`src/rtl/usart_ctrl_pkg.sv`:
```
package usart_ctrl_pkg;
  // Command word bit positions (decoded by the control register)
  localparam int CMD_TXEN  = 0;
  localparam int CMD_DTR   = 1;
  localparam int CMD_RXEN  = 2;
  localparam int CMD_IRST  = 6;

  // Status word bit positions
  localparam int ST_TXRDY  = 0;
  localparam int ST_RXRDY  = 1;
  localparam int ST_TXEMP  = 2;
  localparam int ST_DSR    = 7;

  typedef enum logic {
    SEQ_MODE = 1'b0,
    SEQ_CMD  = 1'b1
  } seq_t;
endpackage

```
`src/rtl/ucf_rst_filter.sv`:
```
module ucf_rst_filter #(
  parameter int RST_MIN = 6
) (
  input  logic clk,
  input  logic rst_in,
  output logic rst_acc
);
  localparam int CW = $clog2(RST_MIN + 1);
  localparam logic [CW-1:0] LIMIT = CW'(RST_MIN);
  localparam logic [CW-1:0] TRIP  = CW'(RST_MIN - 1);

  logic [CW-1:0] run_cnt = '0;

  always_ff @(posedge clk) begin
    if (!rst_in)
      run_cnt <= '0;
    else if (run_cnt != LIMIT)
      run_cnt <= run_cnt + 1'b1;
  end

  assign rst_acc = rst_in && (run_cnt >= TRIP);

  // the first high cycle of a pulse never counts as accepted
  p_short_rst_ignored_r8: assert property (@(posedge clk)
    (RST_MIN > 1 && rst_in && !$past(rst_in)) |-> !rst_acc);
endmodule

```
`src/rtl/ucf_bus_decode.sv`:
```
module ucf_bus_decode (
  input  logic clk,
  input  logic rst_acc,
  input  logic cs_n,
  input  logic rd_n,
  input  logic wr_n,
  input  logic cd,
  output logic ctrl_wr,
  output logic data_wr,
  output logic data_rd,
  output logic rd_level
);
  logic wr_act, rd_act;
  logic wr_act_q, rd_act_q;

  assign wr_act   = !cs_n && !wr_n;
  assign rd_act   = !cs_n && !rd_n;
  assign rd_level = rd_act;

  always_ff @(posedge clk) begin
    if (rst_acc) begin
      wr_act_q <= 1'b0;
      rd_act_q <= 1'b0;
    end else begin
      wr_act_q <= wr_act;
      rd_act_q <= rd_act;
    end
  end

  assign ctrl_wr = wr_act && !wr_act_q && cd;
  assign data_wr = wr_act && !wr_act_q && !cd;
  assign data_rd = rd_act && !rd_act_q && !cd;

  // a held strobe yields a single write pulse
  p_single_wr_pulse_r12: assert property (@(posedge clk) disable iff (rst_acc)
    (ctrl_wr || data_wr) |=> !(ctrl_wr || data_wr));
endmodule

```
`src/rtl/ucf_ctrl_regs.sv`:
```
module ucf_ctrl_regs
  import usart_ctrl_pkg::*;
#(
  parameter int DW = 8
) (
  input  logic          clk,
  input  logic          rst_acc,
  input  logic          ctrl_wr,
  input  logic [DW-1:0] wdata,
  output logic [DW-1:0] mode_q,
  output logic [DW-1:0] cmd_q,
  output logic          want_mode
);
  seq_t seq_q;

  always_ff @(posedge clk) begin
    if (rst_acc) begin
      seq_q  <= SEQ_MODE;
      mode_q <= '0;
      cmd_q  <= '0;
    end else if (ctrl_wr) begin
      if (seq_q == SEQ_MODE) begin
        mode_q <= wdata;
        seq_q  <= SEQ_CMD;
      end else if (wdata[CMD_IRST]) begin
        cmd_q  <= '0;
        seq_q  <= SEQ_MODE;
      end else begin
        cmd_q  <= wdata;
      end
    end
  end

  assign want_mode = (seq_q == SEQ_MODE);

  // a control write taken as mode moves sequencing to command
  p_mode_then_cmd_r3: assert property (@(posedge clk) disable iff (rst_acc)
    (ctrl_wr && want_mode) |=> (!want_mode && mode_q == $past(wdata)));
  // internal reset command returns to mode expectation, disabled
  p_irst_cmd_r6: assert property (@(posedge clk) disable iff (rst_acc)
    (ctrl_wr && !want_mode && wdata[CMD_IRST]) |=> (want_mode && cmd_q == '0));
  // accepted reset leaves command cleared and mode awaited
  p_reset_idle_r7: assert property (@(posedge clk)
    rst_acc |=> (want_mode && cmd_q == '0 && mode_q == '0));
endmodule

```
`src/rtl/usart_ctrl_front.sv`:
```
module usart_ctrl_front
  import usart_ctrl_pkg::*;
#(
  parameter int DW      = 8,
  parameter int RST_MIN = 6
) (
  input  logic          clk,
  input  logic          rst,
  input  logic          cs_n,
  input  logic          rd_n,
  input  logic          wr_n,
  input  logic          cd,
  input  logic [DW-1:0] din,
  output logic [DW-1:0] dout,
  input  logic          tx_buf_empty,
  input  logic          tx_shift_empty,
  input  logic          rx_ready,
  input  logic [DW-1:0] rx_byte,
  input  logic          dsr_n,
  output logic          tx_en,
  output logic          rx_en,
  output logic          dtr_n,
  output logic          txrdy,
  output logic [DW-1:0] mode_word,
  output logic [DW-1:0] tx_byte,
  output logic          tx_load,
  output logic          rx_take
);
  logic          rst_acc;
  logic          ctrl_wr, data_wr, data_rd, rd_level;
  logic [DW-1:0] mode_q, cmd_q;
  logic          want_mode;
  logic [DW-1:0] status_w;
  logic          txrdy_q, tx_load_q, rx_take_q;
  logic [DW-1:0] dout_q, tx_byte_q;

  ucf_rst_filter #(.RST_MIN(RST_MIN)) u_rst (
    .clk(clk), .rst_in(rst), .rst_acc(rst_acc)
  );

  ucf_bus_decode u_dec (
    .clk(clk), .rst_acc(rst_acc), .cs_n(cs_n), .rd_n(rd_n), .wr_n(wr_n),
    .cd(cd), .ctrl_wr(ctrl_wr), .data_wr(data_wr), .data_rd(data_rd),
    .rd_level(rd_level)
  );

  ucf_ctrl_regs #(.DW(DW)) u_regs (
    .clk(clk), .rst_acc(rst_acc), .ctrl_wr(ctrl_wr), .wdata(din),
    .mode_q(mode_q), .cmd_q(cmd_q), .want_mode(want_mode)
  );

  always_comb begin
    status_w           = '0;
    status_w[ST_TXRDY] = txrdy_q;
    status_w[ST_RXRDY] = rx_ready;
    status_w[ST_TXEMP] = tx_shift_empty;
    status_w[ST_DSR]   = !dsr_n;
  end

  always_ff @(posedge clk) begin
    if (rst_acc) begin
      txrdy_q   <= 1'b0;
      tx_load_q <= 1'b0;
      rx_take_q <= 1'b0;
      dout_q    <= '0;
      tx_byte_q <= '0;
    end else begin
      txrdy_q   <= tx_buf_empty && cmd_q[CMD_TXEN];
      tx_load_q <= data_wr;
      rx_take_q <= data_rd;
      if (data_wr)
        tx_byte_q <= din;
      if (rd_level)
        dout_q <= cd ? status_w : rx_byte;
      else
        dout_q <= '0;
    end
  end

  assign tx_en     = cmd_q[CMD_TXEN];
  assign rx_en     = cmd_q[CMD_RXEN];
  assign dtr_n     = !cmd_q[CMD_DTR];
  assign txrdy     = txrdy_q;
  assign mode_word = mode_q;
  assign tx_byte   = tx_byte_q;
  assign tx_load   = tx_load_q;
  assign rx_take   = rx_take_q;
  assign dout      = dout_q;

  // transmit-ready never rises while transmit is disabled
  p_txrdy_gated_r10: assert property (@(posedge clk) disable iff (rst_acc)
    !tx_en |=> !txrdy);
  // a data write never touches the control registers
  p_data_wr_isolated_r1: assert property (@(posedge clk) disable iff (rst_acc)
    data_wr |=> ($stable(mode_word) && $stable(tx_en) && $stable(rx_en) && $stable(dtr_n)));
  // terminal-ready follows the command bit, active low
  p_dtr_follow_r5: assert property (@(posedge clk) disable iff (rst_acc)
    (ctrl_wr && !want_mode && !din[CMD_IRST]) |=> (dtr_n == !$past(din[CMD_DTR])));
  // accepted reset disables transmitter and receiver
  p_reset_disables_r7: assert property (@(posedge clk)
    rst_acc |=> (!tx_en && !rx_en && dtr_n));
endmodule

```
`config.mk`:
```
export PLATFORM = sky130hd
export DESIGN_NAME = usart_ctrl_front
export DESIGN_NICKNAME = d
export VERILOG_FILES = /design/src/rtl/usart_ctrl_pkg.sv /design/src/rtl/ucf_rst_filter.sv /design/src/rtl/ucf_bus_decode.sv /design/src/rtl/ucf_ctrl_regs.sv /design/src/rtl/usart_ctrl_front.sv
export SDC_FILE = /design/constraint.sdc
export NUM_CORES = 1
export LEC_CHECK = 0
export BUFFER_PORTS_ARGS = -buffer_cell sky130_fd_sc_hd__buf_2
export CELL_PAD_IN_SITES_DETAIL_PLACEMENT = 1
export CELL_PAD_IN_SITES_GLOBAL_PLACEMENT = 1
export CORE_MARGIN = 3
export CORE_UTILIZATION = 37
export DETAILED_ROUTE_END_ITERATION = 8
export PLACE_DENSITY_LB_ADDON = 0.2
export SKIP_LAST_GASP = 1
export SYNTH_ARGS = -nofsm -noshare
export SYNTH_HDL_FRONTEND = slang
export SYNTH_SLANG_ARGS = --single-unit
```
`constraint.sdc`:
```
create_clock -name clk -period 4.05 [get_ports clk]
set_clock_uncertainty 0.2 [all_clocks]
set_input_delay 0.405 -clock clk [delete_from_list [all_inputs] [get_ports clk]]
set_output_delay 0.405 -clock clk [all_outputs]
set_load 0.005 [all_outputs]
```
==> summary.txt <==
Routing
  – Starting DRT DRC Count: 31
  – Routed WL: 3410 um
  – Routed length per placed instance: about 14 um
  – # DRC: 0
  – Drt first pass iters: 3
  – Via Count: between 1000 and 1500
  – Via/cell ratio: 5.03
  – Final ANT Viol Nets: 0

Placement
  – HPWL Detailed: 2590 um
  – Port buffer count: 55
  – Gp weighted congestion: approximately 0.64
  – Placed cell area: ~0.0017 mm2
  – Placed cells: 228

STA
  – Total negative slack: 0 ns
  – Final setup viols: 0
  – Unrepaired setup endpoints after global routing: false
  – Max-slew violations: 0
  – Max Clock Freq: 434 MHz
  – Final Hold Vio Count: 0
  – Worst Max-Slew Pin Slew: 1.08 ns
  – Final hold slack: 0.159 ns
  – Period utilisation layout: 0.569
  – Max_slew headroom: 0.275
  – Min Tclk post-route: 2.30 ns

Clocking
  – CTS tree: built
  – H-tree depth: 2
  – Worst-Skew Late Latency: 0.28 ns
  – Clock slew at reported path FFs: 0.07 ns
  – Clk buf depth: 2
  – Root Driver: clkbuf_8
  – Post-CTS setup buffers: 0
  – Post-cts resize count: 0
  – Hold Buf Count CTS: 0
  – Num CTS Buffers: 5
  – Sink Count: 36

Cells and area
  – Antenna cells: 0
  – Final instance area: 0.00180 mm2
  – Core Util, Final: 0.515
  – Fin cells: ~240
  – P&R area growth vs syn: 28.5%
  – Nets: 218
  – Layout cells sized above 1: 0.426
  – Layout filler cell count: 428

Critical path
  – Worst-path cell chain: inv_1, ha_1, o211a_1, or3_1, nor3b_2
  – Worst Setup Start Kind: flop
  – Max Fanout on Critical Path: 22
  – CP Capture Type: flop
  – Critical path arrival: 2.31 ns
  – Slowest CP cell: or3_1
  – Worst Path Class, Setup: reg2reg
  – Largest stage delay, worst path: 0.62 ns
  – Req. time, crit path: 4.06 ns

Run status
  – Outcome: finished clean

Synth
  – Number of flops mapped to enable cells by yosys: 0
  – Syn_nets: 164
  – Synth warn: 0
  – Synth cell types: 30
  – Seq/Total Area, Yosys: 0.514
  – Count leader, synth: dfxtp_1
  – Syn_area_per_cell: 10.4 um2
  – Post-synth top area cell: dfxtp_1
  – Synth top area share: 0.514
  – Register bit total from synthesis: 36
  – Ys async rst share: 0
  – Post-Syn Instances: 135
  – Synth top cells by count: 36 x dfxtp_1, 12 x mux2i_1, 12 x nor2_1
  – Cells taking the most area after synthesis: dfxtp_1 51%, mux2i_1 8.6%, o21ai_2 4.4%, a21oi_1 3.9%, nor3b_2 3.6%
  – Post-Syn Area: 0.00140 mm2
  – Synth Flop Type: dfxtp_1

Min path
  – Hold Crit Class: in2reg

Power
  – Clk pwr share: 0.300
  – Flop pwr share: 0.487
  – Internal: 730 uW
  – Leak pwr: around 0.00084 uW
  – Power Density: 564 mW/mm2
  – Sw Share: 0.281
  – Max VDD drop: slightly above 0.3 mV
  – Psw: 285 uW
  – Combinational power share: 0.213

Floorplanning
  – Die Area: 0.00456 mm2
  – Die width: between 60 and 70 um
  – Core area: 0.00349 mm2
  – Die Height: 67.5 um
  – Initial core utilization: 0.401
  – Num rows: 21
  – I/O Pins: 56

Global route
  – First-pass GRT wire length: 5670 um
  – Initial antenna violation count: 0
  – All-Layer GR Usage: 0.166
  – Gr ovfl total: 0
  – Maximum number of pins on one net before global-route repair: 23
  – Vias in the first global route: 1249

Job
  – Max cap viols: 0
-- power groups by stage --
stage | combinational [uW] | clock, uW | sequential, uW
final | 216 | 304 | 494
after CTS | 222 | 313 | 495
after global routing | 247 | 334 | 506
after global placement | 211 | 0 | 496
after detailed placement | 220 | 0 | 502
after floorplan | 117 | 0 | 493
-- stage by stage --
stage                     total power [uW]  worst slack, ns
after floorplan                        610             2.32
after global placement                 707             1.87
after detailed placement               722             1.74
after CTS                             1030             1.71
after global routing                  1090             1.58
final                                 1020             1.75
-- placed cells by master (no fill, tap or decap), drive strengths merged --
master,n
a31oi,2
and2,2
or3,1
nor4,1
a21oi,11
xnor2,1
and3,1
nand2,2
dfxtp,36
ha,3
clkbuf,6
o21ai,12
mux2i,12
or4b,1
clkinv,1
nor4b,1
o211ai,1
nor2,12
bufinv,1
buf,56
nor3b,4
a21boi,1
nand3,8
o211a,2
nand4b,3
inv,7
nor3,2
-- critical path: cells and delay by family, from the launching register on --
| kind | cells | cell delay [ns] |
|---|---|---|
| simple gates | 2 | 0.86 |
| buf+inv | 1 | 0.07 |
| flops | 1 | 0.42 |
| compound gates | 1 | 0.48 |
| fa+ha+maj | 1 | 0.20 |
-- routing by layer --
| metal | vias up | track usage | wire length [um] |
|---|---|---|---|
| li1 | 576 | - | - |
| met1 | 570 | 0.188 | 1430 |
| met2 | 36 | 0.301 | 1750 |
| met3 | 6 | 0.0399 | 185 |
| met4 | 0 | 0.0532 | 40 |
| met5 | - | 0 | 0 |
-- path summary, 6_finish.rpt --
check                                       to             start  cells past startpoint  slack (ns)
worst min-delay path            u_dec.wr_act_q              wr_n                      2        0.16
worst max register to register         dout[4]  u_rst.run_cnt[1]                      5        1.75
worst min register to register         rx_take    u_dec.rd_act_q                      1        0.21
worst max-delay path                   dout[4]  u_rst.run_cnt[1]                      5        1.75
-- area by class of cell --
class / count / area, um2 / area share
tap: 46 / 57.6 / 0.0320
sequential: 36 / 721 / 0.400
timing repair buffer: 56 / 283 / 0.157
clock inverter: 2 / 35.0 / 0.0195
multi-input combinational: 83 / 606 / 0.336
inverter: 7 / 26.3 / 0.0146
clock buffer: 6 / 72.6 / 0.0403
-- logic make-up after synthesis --
family                   count (synthesis)  synth area share
AND/OR/NAND/NOR                         38             0.174
flip-flops                              36             0.514
multiplexers                            12            0.0857
buffers and inverters                   16            0.0580
AO/OA/AOI/OAI                           29             0.135
adder cells (fa/ha/maj)                  3            0.0268
XOR/XNOR                                 1           0.00625
-- sequential cells by signal, summed over array words and instances (netlist names) --
register        flops
u_dec.wr_act_q      1
tx_load             1
tx_byte             8
u_regs.mode_q       8
txrdy               1
rx_take             1
u_regs.seq_q        1
dout                8
u_regs.cmd_q        3
u_dec.rd_act_q      1
u_rst.run_cnt       3
No activity file was read; power rests on OpenSTA's default activity.
